<file path="config.mk">
export PLATFORM = sky130hd
export DESIGN_NAME = lock_loss_flag
export DESIGN_NICKNAME = d
export VERILOG_FILES = /design/src/rtl/lock_loss_pkg.sv /design/src/rtl/lock_loss_rst_sync.sv /design/src/rtl/lock_loss_sync.sv /design/src/rtl/lock_loss_tracker.sv /design/src/rtl/lock_loss_readport.sv /design/src/rtl/lock_loss_flag.sv
export SDC_FILE = /design/constraint.sdc
export NUM_CORES = 1
export LEC_CHECK = 0
export BUFFER_PORTS_ARGS = -buffer_cell sky130_fd_sc_hd__buf_2
export CAP_MARGIN = 20
export CORE_AREA = 2 2 39 41
export DETAILED_ROUTE_END_ITERATION = 7
export DIE_AREA = 0 0 41 43
export PLACE_DENSITY_LB_ADDON = 0.05
export SYNTH_ARGS = -nofsm -noshare
export SYNTH_HDL_FRONTEND = slang
export SYNTH_SLANG_ARGS = --single-unit
</file>
<file path="constraint.sdc">
create_clock -name clk -period 1 [get_ports clk]
set_input_delay 0.1 -clock clk [delete_from_list [all_inputs] [get_ports clk]]
set_output_delay 0.1 -clock clk [all_outputs]
set_load 0.05 [all_outputs]
</file>
<file path="src/rtl/lock_loss_pkg.sv">
package lock_loss_pkg;
  localparam int unsigned STATUS_W    = 8;
  localparam int unsigned FLAG_POS    = 0;
  localparam int unsigned SYNC_DEPTH  = 2;
  localparam int unsigned RST_DEPTH   = 2;

  typedef logic [STATUS_W-1:0] status_word_t;

  typedef struct packed {
    logic up_n;
    logic dn_n;
  } req_pair_t;
endpackage

</file>
<file path="src/rtl/lock_loss_rst_sync.sv">
module lock_loss_rst_sync #(
  parameter int unsigned DEPTH = 2
) (
  input  logic clk,
  input  logic arst_n,
  output logic srst_n
);
  logic [DEPTH-1:0] rst_q;
  logic [DEPTH-1:0] rst_d;

  always_comb begin
    rst_d = {rst_q[DEPTH-2:0], 1'b1};
  end

  always_ff @(posedge clk or negedge arst_n) begin
    if (!arst_n) rst_q <= '0;
    else         rst_q <= rst_d;
  end

  assign srst_n = rst_q[DEPTH-1];
endmodule

</file>
<file path="src/rtl/lock_loss_sync.sv">
module lock_loss_sync #(
  parameter int unsigned WIDTH  = 2,
  parameter int unsigned STAGES = 2
) (
  input  logic             clk,
  input  logic             rst_n,
  input  logic [WIDTH-1:0] din,
  output logic [WIDTH-1:0] dout
);
  genvar g;
  generate
    for (g = 0; g < WIDTH; g++) begin : g_bit
      logic [STAGES-1:0] stage_q;
      logic [STAGES-1:0] stage_d;

      always_comb begin
        stage_d = {stage_q[STAGES-2:0], din[g]};
      end

      always_ff @(posedge clk or negedge rst_n) begin
        if (!rst_n) stage_q <= '1;
        else        stage_q <= stage_d;
      end

      assign dout[g] = stage_q[STAGES-1];
    end
  endgenerate
endmodule

</file>
<file path="src/rtl/lock_loss_tracker.sv">
module lock_loss_tracker (
  input  logic clk,
  input  logic rst_n,
  input  logic tick,
  input  logic up_s_n,
  input  logic dn_s_n,
  input  logic clr,
  output logic flag
);
  logic flag_q;
  logic flag_d;
  logic unlock_seen;

  assign unlock_seen = tick & (~up_s_n | ~dn_s_n);

  always_comb begin
    flag_d = flag_q;
    if (unlock_seen)  flag_d = 1'b1;
    else if (clr)     flag_d = 1'b0;
  end

  always_ff @(posedge clk or negedge rst_n) begin
    if (!rst_n) flag_q <= 1'b0;
    else        flag_q <= flag_d;
  end

  assign flag = flag_q;


  set_on_unlock_chk: assert property (@(posedge clk) disable iff (!rst_n)
    (tick && !(up_s_n && dn_s_n)) |=> flag_q);


  no_set_without_tick_chk: assert property (@(posedge clk) disable iff (!rst_n)
    (!flag_q && !tick) |=> !flag_q);


  sticky_chk: assert property (@(posedge clk) disable iff (!rst_n)
    (flag_q && !clr) |=> flag_q);


  clear_on_read_chk: assert property (@(posedge clk) disable iff (!rst_n)
    (clr && !tick) |=> !flag_q);
endmodule

</file>
<file path="src/rtl/lock_loss_readport.sv">
module lock_loss_readport #(
  parameter int unsigned WIDTH = 8,
  parameter int unsigned POS   = 0
) (
  input  logic             clk,
  input  logic             rst_n,
  input  logic             flag,
  output logic [WIDTH-1:0] word
);
  always_comb begin
    word      = '0;
    word[POS] = flag;
  end


  upper_zero_chk: assert property (@(posedge clk) disable iff (!rst_n)
    $countones(word) <= 1 && word[POS] == flag);
endmodule

</file>
<file path="src/rtl/lock_loss_flag.sv">
module lock_loss_flag
  import lock_loss_pkg::*;
(
  input  logic                clk,
  input  logic                rst_n,
  input  logic                ref_tick,
  input  logic                up_req_n,
  input  logic                dn_req_n,
  input  logic                rd_stb,
  output logic [STATUS_W-1:0] rd_data
);
  logic      srst_n;
  req_pair_t req_raw;
  req_pair_t req_sync;
  logic      flag;

  assign req_raw.up_n = up_req_n;
  assign req_raw.dn_n = dn_req_n;

  lock_loss_rst_sync #(.DEPTH(RST_DEPTH)) u_rst (
    .clk    (clk),
    .arst_n (rst_n),
    .srst_n (srst_n)
  );

  lock_loss_sync #(.WIDTH(2), .STAGES(SYNC_DEPTH)) u_sync (
    .clk   (clk),
    .rst_n (srst_n),
    .din   (req_raw),
    .dout  (req_sync)
  );

  lock_loss_tracker u_track (
    .clk    (clk),
    .rst_n  (srst_n),
    .tick   (ref_tick),
    .up_s_n (req_sync.up_n),
    .dn_s_n (req_sync.dn_n),
    .clr    (rd_stb),
    .flag   (flag)
  );

  lock_loss_readport #(.WIDTH(STATUS_W), .POS(FLAG_POS)) u_rd (
    .clk   (clk),
    .rst_n (srst_n),
    .flag  (flag),
    .word  (rd_data)
  );


  reset_clear_chk: assert property (@(posedge clk)
    !rst_n |=> rd_data == '0);
endmodule

</file>
==> impl_metrics.toml <==
[final_layout]
fin_nets = 38
layout_common_cells = "conb_1, buf_2, dfstp_2"
syn2layout_area_growth_pct = 26.54
layout_commonest_cell = "conb_1"
drive_gt1_share_pct = 45.16
diodes = 0

[yosys]
yosys_register_bits = 7
syn_area_per_cell_um2 = 13.20
syn_area_um2 = 264.0
synth_warnings = 0
synth.distinct_cells = 7
postSynthCellCount = 20
yosysSeqAreaShare_pct = 68.25

[die]
initial_core_util_pct = 19.08
pin_count = 14
fp.coreArea_mm2 = 0.001384
die_w_um = 41
die-area_mm2 = 0.001763
rows = 14
die_h_um = 43

[routing]
wl_per_cell_um = 6.362
drc_errors = 0
wirelength_um = 299
via_per_inst = 2.787
vias = 131
first_iter_violations = 3
dr.pass1.iters = 2
ant_nets = 0

[timing]
setup_tns_ps = 0
setup_viol_count_final = 0
min_period_over_period_pct = 94.81
final.min_clock_period_ps = 948.1
finalHoldViolations = 0
slew_viol_final = 0
max_freq_mhz = 1055
rsz0062_at_grt = "no"
hold_ws_ps = 70.08
finClkSkew_ps = 4.227

[clock_tree]
clock_latency_ps = 250
path_clk_slew_ps = 60
cts_setup_buffers = 0
tritoncts = "yes"
clock_sinks = 7
clockBufferDepth = 2
htree_num_levels = 1
cts.root.buffer_cell = "clkbuf_4"
cts_buffers = 3

[global_routing]
antenna_found_initial = 0
grt_usage_pct = 4.883
grt_max_degree = 6
first_global_vias = 119
grt_overflow = 0
grt_pass1_wl_um = 441

[critical_path]
slowest_stage = "dfrtp_1"
startpoint_type = "flop"
end_kind = "output port"
crit_chain = "buf_2"
cp.arrival_ps = 850
cpPeakStageDelay_ps = 340
worstPathBufferInverterCount = 1
crit_fanout = 2
cp_top_family = "flip-flops"
required_ps = 900
path_class = "flop to output port"

[min_path]
hold_class = "flop to asynchronous set/reset pin"

[power]
p_leak_nw = 0.1683
power_density_mw_per_mm2 = 2000
ir_worst_vdd_mv = 0.6113

[flow_run]
cap_violations = 0

[placement]
gp_congestion = 0.5190
portBuffers = 6
hpwlAfterDp_um = 226.4

[run_status]
status = "complete, no violations"
through the flow:
| stage | std cells | utilization (%) | area, um^2 | power (W) | setup slack [ps] |
|---|---|---|---|---|---|
| floorplan | 26 | - | 286.5 | 0.0004193 | 186.5 |
| global placement | 40 | 19.98 | 276.5 | 0.0004082 | 155.4 |
| detailed placement | 40 | 19.98 | 276.5 | 0.0004088 | 156.9 |
| CTS | 47 | 24.14 | 334.1 | 0.0006819 | 39.72 |
| global route | 47 | 24.14 | 334.1 | 0.0007106 | 16.23 |
| finish | 47 | 24.14 | 334.1 | 0.0006680 | 51.87 |
sequential cells by signal, summed over array words and instances, names as in the netlist:
signal                flops
u_sync.g_bit.stage_q      4
u_rst.rst_q               2
u_track.flag              1
cells by family after synthesis:
kind of cell / synth area share (%)
buffers and inverters: 24.17
flip-flops: 68.25
other: 2.845
AO/OA/AOI/OAI: 3.318
AND/OR/NAND/NOR: 1.420
area by class of cell:
| cell class | instances | area, um^2 |
|---|---|---|
| fill | 150 | 1050 |
| sequential | 7 | 180.2 |
| timing repair buffer | 9 | 60.06 |
| multi-input combinational | 10 | 42.54 |
| clock buffer | 3 | 22.52 |
| tap | 16 | 20.02 |
| clock inverter | 1 | 5.005 |
| inverter | 1 | 3.754 |
synth_stat cells, drive strengths merged:
library cell,instances,area [um^2]
inv,1,3.750
dfstp,4,105.1
a22o,1,8.760
buf,8,60.06
conb,2,7.510
dfrtp,3,75.07
nand2,1,3.750
path summary, 6_finish.rpt:
check | cells past startpoint | slack [ps] | to | start
max | 1 | 50 | rd_data[0] | u_track.flag
min | 0 | 70 | u_track.flag | u_rst.rst_q[1]
max reg2reg | 2 | 160 | u_track.flag | u_sync.g_bit[1].stage_q[1]
min reg2reg | 0 | 70 | u_track.flag | u_rst.rst_q[1]
max in group asynchronous | 0 | 690 | u_sync.g_bit[0].stage_q[0] | u_rst.rst_q[1]
min in group clk | 2 | 70 | u_track.flag | ref_tick
metal layers:
metal  global-route usage [%]  vias up  wire length [um]
li1                         -       64                 -
met1                    4.362       53               131
met2                    4.375       12               111
met3                    3.141        2                40
met4                    10.00        0                15
met5                        0        -                 0
what timing repair did:
action,CTS,global route
gates resized for setup,0,0
hold buffers,3,0
endpoints found under the hold margin,4,0
where the power goes:
part	total [W]	internal (W)	switching [W]
registers	0.000313	0.000306	0.00000760
clock network	0.000255	0.000146	0.000109
logic	0.0000996	0.0000204	0.0000793
(Power assumes the default switching activity.)
